--- src/rtl/tac_pkg.sv ---
package tac_pkg;

   localparam int OPW = 4;

   typedef enum logic [OPW-1:0] {
      OP_NOP0   = 4'd0,
      OP_LDA_IN = 4'd1,
      OP_MOV_RA = 4'd2,
      OP_OUT_R  = 4'd3,
      OP_OUT_A  = 4'd4,
      OP_LDR_IN = 4'd5,
      OP_ADD    = 4'd6,
      OP_OR     = 4'd7,
      OP_AND    = 4'd8,
      OP_DEC    = 4'd9,
      OP_MOV_CR = 4'd10,
      OP_MOV_RC = 4'd11,
      OP_JZ     = 4'd12
   } tac_op_e;

   typedef enum logic [1:0] {
      ASEL_IN,
      ASEL_ADD,
      ASEL_OR,
      ASEL_AND
   } tac_asel_e;

   typedef enum logic [1:0] {
      RSEL_IN,
      RSEL_A,
      RSEL_C,
      RSEL_DEC
   } tac_rsel_e;

   typedef struct packed {
      logic      a_we;
      tac_asel_e a_sel;
      logic      r_we;
      tac_rsel_e r_sel;
      logic      c_we;
      logic      out_en;
      logic      out_sel_a;
      logic      jump;
   } tac_ctl_t;

endpackage

--- src/rtl/tac_decode.sv ---
module tac_decode
   import tac_pkg::*;
(
   input  logic [OPW-1:0] op_i,
   output tac_ctl_t       ctl_o
);

   always_comb begin
      ctl_o = '{a_we: 1'b0, a_sel: ASEL_IN, r_we: 1'b0, r_sel: RSEL_IN,
                c_we: 1'b0, out_en: 1'b0, out_sel_a: 1'b0, jump: 1'b0};
      case (op_i)
         OP_LDA_IN: begin ctl_o.a_we = 1'b1; ctl_o.a_sel = ASEL_IN;  end
         OP_ADD:    begin ctl_o.a_we = 1'b1; ctl_o.a_sel = ASEL_ADD; end
         OP_OR:     begin ctl_o.a_we = 1'b1; ctl_o.a_sel = ASEL_OR;  end
         OP_AND:    begin ctl_o.a_we = 1'b1; ctl_o.a_sel = ASEL_AND; end
         OP_LDR_IN: begin ctl_o.r_we = 1'b1; ctl_o.r_sel = RSEL_IN;  end
         OP_MOV_RA: begin ctl_o.r_we = 1'b1; ctl_o.r_sel = RSEL_A;   end
         OP_MOV_RC: begin ctl_o.r_we = 1'b1; ctl_o.r_sel = RSEL_C;   end
         OP_DEC:    begin ctl_o.r_we = 1'b1; ctl_o.r_sel = RSEL_DEC; end
         OP_MOV_CR: ctl_o.c_we = 1'b1;
         OP_OUT_R:  ctl_o.out_en = 1'b1;
         OP_OUT_A:  begin ctl_o.out_en = 1'b1; ctl_o.out_sel_a = 1'b1; end
         OP_JZ:     ctl_o.jump = 1'b1;
         default:   ;
      endcase
   end

endmodule

--- src/rtl/tac_datapath.sv ---
module tac_datapath
   import tac_pkg::*;
#(
   parameter int DW = 8
) (
   input  logic [DW-1:0] a_i,
   input  logic [DW-1:0] r_i,
   input  logic [DW-1:0] c_i,
   input  logic [DW-1:0] in_i,
   input  tac_asel_e     a_sel_i,
   input  tac_rsel_e     r_sel_i,
   output logic [DW-1:0] a_nx_o,
   output logic [DW-1:0] r_nx_o
);

   logic [DW-1:0] sum_w;
   logic [DW-1:0] or_w;
   logic [DW-1:0] and_w;
   logic [DW-1:0] dec_w;

   // per-bit logic slices
   for (genvar b = 0; b < DW; b++) begin : g_bit
      assign or_w[b]  = a_i[b] | r_i[b];
      assign and_w[b] = a_i[b] & r_i[b];
   end

   assign sum_w = a_i + r_i;
   assign dec_w = r_i - {{(DW-1){1'b0}}, 1'b1};

   always_comb begin
      case (a_sel_i)
         ASEL_ADD: a_nx_o = sum_w;
         ASEL_OR:  a_nx_o = or_w;
         ASEL_AND: a_nx_o = and_w;
         default:  a_nx_o = in_i;
      endcase
   end

   always_comb begin
      case (r_sel_i)
         RSEL_A:   r_nx_o = a_i;
         RSEL_C:   r_nx_o = c_i;
         RSEL_DEC: r_nx_o = dec_w;
         default:  r_nx_o = in_i;
      endcase
   end

endmodule

--- src/rtl/tac_pc.sv ---
module tac_pc #(
   parameter int AW = 8,
   parameter int DW = 8
) (
   input  logic          clk,
   input  logic          rst,
   input  logic          jump_i,
   input  logic          c_zero_i,
   input  logic [DW-1:0] in_i,
   output logic [AW-1:0] pc_o
);

   logic [AW-1:0] target_w;

   if (AW <= DW) begin : g_trunc
      assign target_w = in_i[AW-1:0];
   end else begin : g_zext
      assign target_w = {{(AW-DW){1'b0}}, in_i};
   end

   always_ff @(posedge clk) begin
      if (rst)
         pc_o <= '0;
      else if (jump_i && c_zero_i)
         pc_o <= target_w;
      else
         pc_o <= pc_o + {{(AW-1){1'b0}}, 1'b1};
   end

endmodule

--- src/rtl/tiny_acc_cpu.sv ---
module tiny_acc_cpu
   import tac_pkg::*;
#(
   parameter int DW = 8,
   parameter int AW = 8
) (
   input  logic          clk,
   input  logic          rst,
   input  logic [3:0]    op_i,
   input  logic [DW-1:0] in_data,
   output logic [DW-1:0] out_data,
   output logic          out_valid,
   output logic [AW-1:0] pc_o
);

   if (DW < 2 || DW > 64) begin : g_bad_dw
      $error("tiny_acc_cpu: DW out of range");
   end
   if (AW < 1 || AW > 32) begin : g_bad_aw
      $error("tiny_acc_cpu: AW out of range");
   end
   if (OPW != 4) begin : g_bad_opw
      $error("tiny_acc_cpu: opcode width must be 4");
   end

   tac_ctl_t      ctl;
   logic [DW-1:0] a_q, r_q, c_q;
   logic [DW-1:0] a_nx, r_nx;
   logic          c_zero;

   tac_decode u_dec (
      .op_i  (op_i),
      .ctl_o (ctl)
   );

   tac_datapath #(.DW(DW)) u_dp (
      .a_i     (a_q),
      .r_i     (r_q),
      .c_i     (c_q),
      .in_i    (in_data),
      .a_sel_i (ctl.a_sel),
      .r_sel_i (ctl.r_sel),
      .a_nx_o  (a_nx),
      .r_nx_o  (r_nx)
   );

   assign c_zero = (c_q == '0);

   tac_pc #(.AW(AW), .DW(DW)) u_pc (
      .clk      (clk),
      .rst      (rst),
      .jump_i   (ctl.jump),
      .c_zero_i (c_zero),
      .in_i     (in_data),
      .pc_o     (pc_o)
   );

   always_ff @(posedge clk) begin
      if (rst) begin
         a_q <= '0;
         r_q <= '0;
         c_q <= '0;
      end else begin
         if (ctl.a_we) a_q <= a_nx;
         if (ctl.r_we) r_q <= r_nx;
         if (ctl.c_we) c_q <= r_q;
      end
   end

   always_ff @(posedge clk) begin
      if (rst) begin
         out_data  <= '0;
         out_valid <= 1'b0;
      end else begin
         out_valid <= ctl.out_en;
         if (ctl.out_en)
            out_data <= ctl.out_sel_a ? a_q : r_q;
      end
   end

endmodule

--- config.mk ---
export PLATFORM = sky130hd
export DESIGN_NAME = tiny_acc_cpu
export DESIGN_NICKNAME = d
export VERILOG_FILES = /design/src/rtl/tac_pkg.sv /design/src/rtl/tac_decode.sv /design/src/rtl/tac_datapath.sv /design/src/rtl/tac_pc.sv /design/src/rtl/tiny_acc_cpu.sv
export SDC_FILE = /design/constraint.sdc
export NUM_CORES = 1
export LEC_CHECK = 0
export BUFFER_PORTS_ARGS = -buffer_cell sky130_fd_sc_hd__clkbuf_2
export CORE_MARGIN = 3
export CORE_UTILIZATION = 50
export DETAILED_ROUTE_END_ITERATION = 8
export PLACE_DENSITY = 0.7
export SYNTH_ARGS = -nofsm -noshare
export SYNTH_HDL_FRONTEND = slang
export SYNTH_SLANG_ARGS = --single-unit
--- constraint.sdc ---
create_clock -name clk -period 5 [get_ports clk]
set_input_delay 0.5 -clock clk [delete_from_list [all_inputs] [get_ports clk]]
set_output_delay 0.5 -clock clk [all_outputs]
set_load 0.03 [all_outputs]
==> summary.md <==
| Metric | Value |
|---|---|
| ANT cells | 0 |
| Via density per instance | 6.18 |
| CTS buffer count | 5 |
| Leakage power | 1.18 nW |
| Final period util | around half |
| Synthesized area per cell | 8.06 um^2 |
| Startpoint Class | flop |
| Final setup violation count | 0 |
| Reg2reg start | r_q[1] |
| Vias in the first global route | 2506 |
| DP HPWL | 5800 um |
| Syn. warnings | 0 |
| Mapped Area | about 0.0028 mm^2 |
| Setup TNS | 0 ns |
| GRT Resource Usage Total | 25.8% |
| Crit-path max FO | 7 |
| CTS tree | built |
| Status | completed |
| Clock sinks | 41 |
| Asr flop ratio synth | 0% |
| Die area | about 0.0065 mm^2 |
| Total gr overflow | 0 |
| # nets final | 398 |
| Ratio of cells with drive above 1 in the final layout | between 10% and 20% |
| Port buffer count | 30 |
| Number of fillers in the final layout | 513 |
| Rel. slew slack | 34.1% |
| MaxCap Viol Count | 0 |
| Hold-critical path depth | 2 |
| # rows | 26 |
| Starting Density | 53.1% |
| Unrepaired setup endpoints after global routing | false |
| Worst Setup End Kind | flop |
| Met2 wire length | 3690 um |
| Antenna Nets Post-Route | 0 |
| Die Y | about 81 um |
| Initial DRC Count | 182 |
| Pre-antenna DRT Iters | 5 |
| Initial antenna violation count | 0 |
| Worst IR drop on VDD | 171 uV |
| Hold crit path type | flop to flop |
| Unique masters post-synth | 58 |
| Highest metal used | met4 |
| # Post-CTS Setup Buffers | 0 |
| H-tree depth | 2 |
| # IOs | 31 |
| Synth-to-layout area growth | 8.50% |
| Placement Cell Area | a little under 0.003 mm^2 |
| First-pass GRT wire length | about 13000 um |
| Pwr/cell area | 265 mW/mm^2 |
| DRC Markers | 0 |
| GP Congestion | 0.981 |
| Synthesized flop and latch total | 41 |
| Final wirelength | 7950 um |
| Per-cell routed wire length | approximately 18 um |
| Max Fclk | a little over 400 MHz |
| Core area | 0.00527 mm^2 |
| FF-to-FF End | a_q[7] |
| Worst reg2reg path depth | 7 |
| Clock buffer depth | 2 |
| Die width | 80.8 um |
| Hold Vio Cnt, Final | 0 |
| Placement Setup Slack | between 2 and 2.5 ns |
| Cells after Synth | 347 |
| Post-synth EDFFs | 0 |
| Final worst setup slack | 2.54 ns |
| Placed Cells | 428 |
| Worst Path Required | 5.20 ns |
| Root Buffer Master | clkbuf_8 |
| Worst-path clk slew | 0.08 ns |
| Post-layout minimum cycle time | 2.46 ns |
| Finished Cell Area | 0.00303 mm^2 |
| Routed met3 length | 495 um |
| Slew @ Worst Pin | 0.986 ns |
| Ys flop type | dfxtp_1 |
| Hold Path End | c_q[4] |
| Clk Latency, worst-skew pair | 0.30 ns |
| Pwr Total | 0.805 mW |
| Max Slew Vio Count | 0 |
| Post-CTS Resized | 0 |
| Layout Skew | 0.00962 ns |
| Hold Crit Start | c_q[4] |
| Largest net degree at the start of global routing | 41 |
| Crit path arrival time | 2.66 ns |
| Vias after detailed routing | about 2700 |
| Hold buffer count at cts | 0 |
| Crit Path Category | flop to flop |
| Mapped Nets | 380 |
| CP Launch Point | r_q[1] |
| Finished Layout Cells | 435 |
| M1 WL | 3530 um |
| Seq/Total Area, Yosys | a little under 30% |
| R2R setup slack | approximately 2.5 ns |
[worst max path at each step]
stage          slack, ns  endpoint  depth (start not counted)
2_1_floorplan       3.05    a_q[6]                          8
3_3_place_gp        2.33    a_q[6]                          6
3_5_place_dp        2.23    a_q[6]                          6
4_1_cts             2.57    a_q[6]                          6
5_1_grt             2.45    a_q[7]                          7
6_report            2.54    a_q[7]                          7
[layer usage]
metal  global-route usage, %  vias up
met3                    3.99       23
met4                    10.6        0
met2                    41.6      107
li1                        -     1290
met5                       0        -
met1                    34.4     1267
[layout by cell type, fill, tap and decap left out, types with 3 or more instances in the layout]
cell type and instances:
a211oi_1 23, mux2i_1 12, inv_1 21, nor2b_1 7, nand2_1 33, xnor2_1 7
dfxtp_1 41, nand3_1 6, xor2_1 4, nor3_1 6, o21ai_0 6, a22oi_1 3
a21oi_1 31, clkbuf_8 5, nor2_1 41, clkbuf_2 30, mux2_2 4, a221oi_1 3
nor4b_1 3, o22ai_1 8, nand2b_1 4, a21o_1 3, ha_1 18
[cell families (layout without fill, tap and decap cells)]
logic type / count (synthesis) / count (layout) / synth area share (%)
muxes: 16 / 16 / 5.91
buffers and inverters: 40 / 58 / 6.53
xor gates and xnor gates: 11 / 11 / 3.45
AOI/OAI and AO/OA: 102 / 102 / 25.5
DFF: 41 / 41 / 29.4
and+or+nand+nor: 118 / 118 / 20.5
adders and majority gates: 19 / 19 / 8.77
[state kept, by name, indices dropped and copies added (netlist names)]
register   cells
out_valid      1
u_pc.pc_o      8
out_data       8
a_q            8
c_q            8
r_q            8
[critical path, cell delays in order (launching register included)]
cell,delay (ns)
dfxtp_1,0.53
inv_1,0.14
ha_1,0.32
a211oi_1,0.23
nor2_1,0.13
o41ai_1,0.53
mux2i_1,0.19
a221oi_1,0.28
[where the power goes]
| part | leakage [nW] | switching, mW | internal (mW) | total (mW) |
|---|---|---|---|---|
| logic | 0.796 | 0.108 | 0.0664 | 0.175 |
| clock network | 0.0540 | 0.119 | 0.145 | 0.265 |
| registers | 0.334 | 0.0232 | 0.343 | 0.366 |
| total | 1.18 | 0.251 | 0.555 | 0.805 |
[cells in the mapped netlist (2+ instances only)]
library cell	number	area (um^2)
a2111oi_2	2	30.0
a211oi_1	23	173
a21o_1	3	22.5
a21oi_1	31	155
a21oi_2	2	17.5
a221oi_1	3	26.3
a22oi_1	3	22.5
and2_1	2	12.5
buf_2	5	25.0
buf_6	3	33.8
clkbuf_1	10	37.5
dfxtp_1	41	821
ha_1	18	225
inv_1	21	78.8
mux2_2	4	45.0
mux2i_1	12	120
nand2_1	33	124
nand2b_1	4	25.0
nand3_1	6	30.0
nor2_1	41	154
nor2b_1	7	43.8
nor3_1	6	30.0
nor4_1	2	12.5
nor4b_1	3	26.3
o211ai_1	2	15.0
o21a_1	2	15.0
o21ai_0	6	30.0
o22a_1	2	17.5
o22ai_1	8	50.1
o41ai_1	2	17.5
or3_1	2	12.5
or3b_2	2	17.5
or4_1	2	15.0
xnor2_1	7	61.3
xor2_1	4	35.0
[final cells by class]
class | count | area (um^2) | area share, %
clock buffer | 5 | 68.8 | 2.27
clock inverter | 2 | 35.0 | 1.15
inverter | 21 | 78.8 | 2.60
multi-input combinational | 266 | 1790 | 59.1
sequential | 41 | 821 | 27.1
tap | 70 | 87.6 | 2.89
timing repair buffer | 30 | 150 | 4.95
[stage by stage]
stage               util [%]  hold slack [ns]
global placement        55.6            0.465
floorplan                  -            0.445
detailed placement      55.6            0.468
global route            57.6            0.505
finish                  57.6            0.476
CTS                     57.6            0.480
(Power assumes the default switching activity.)
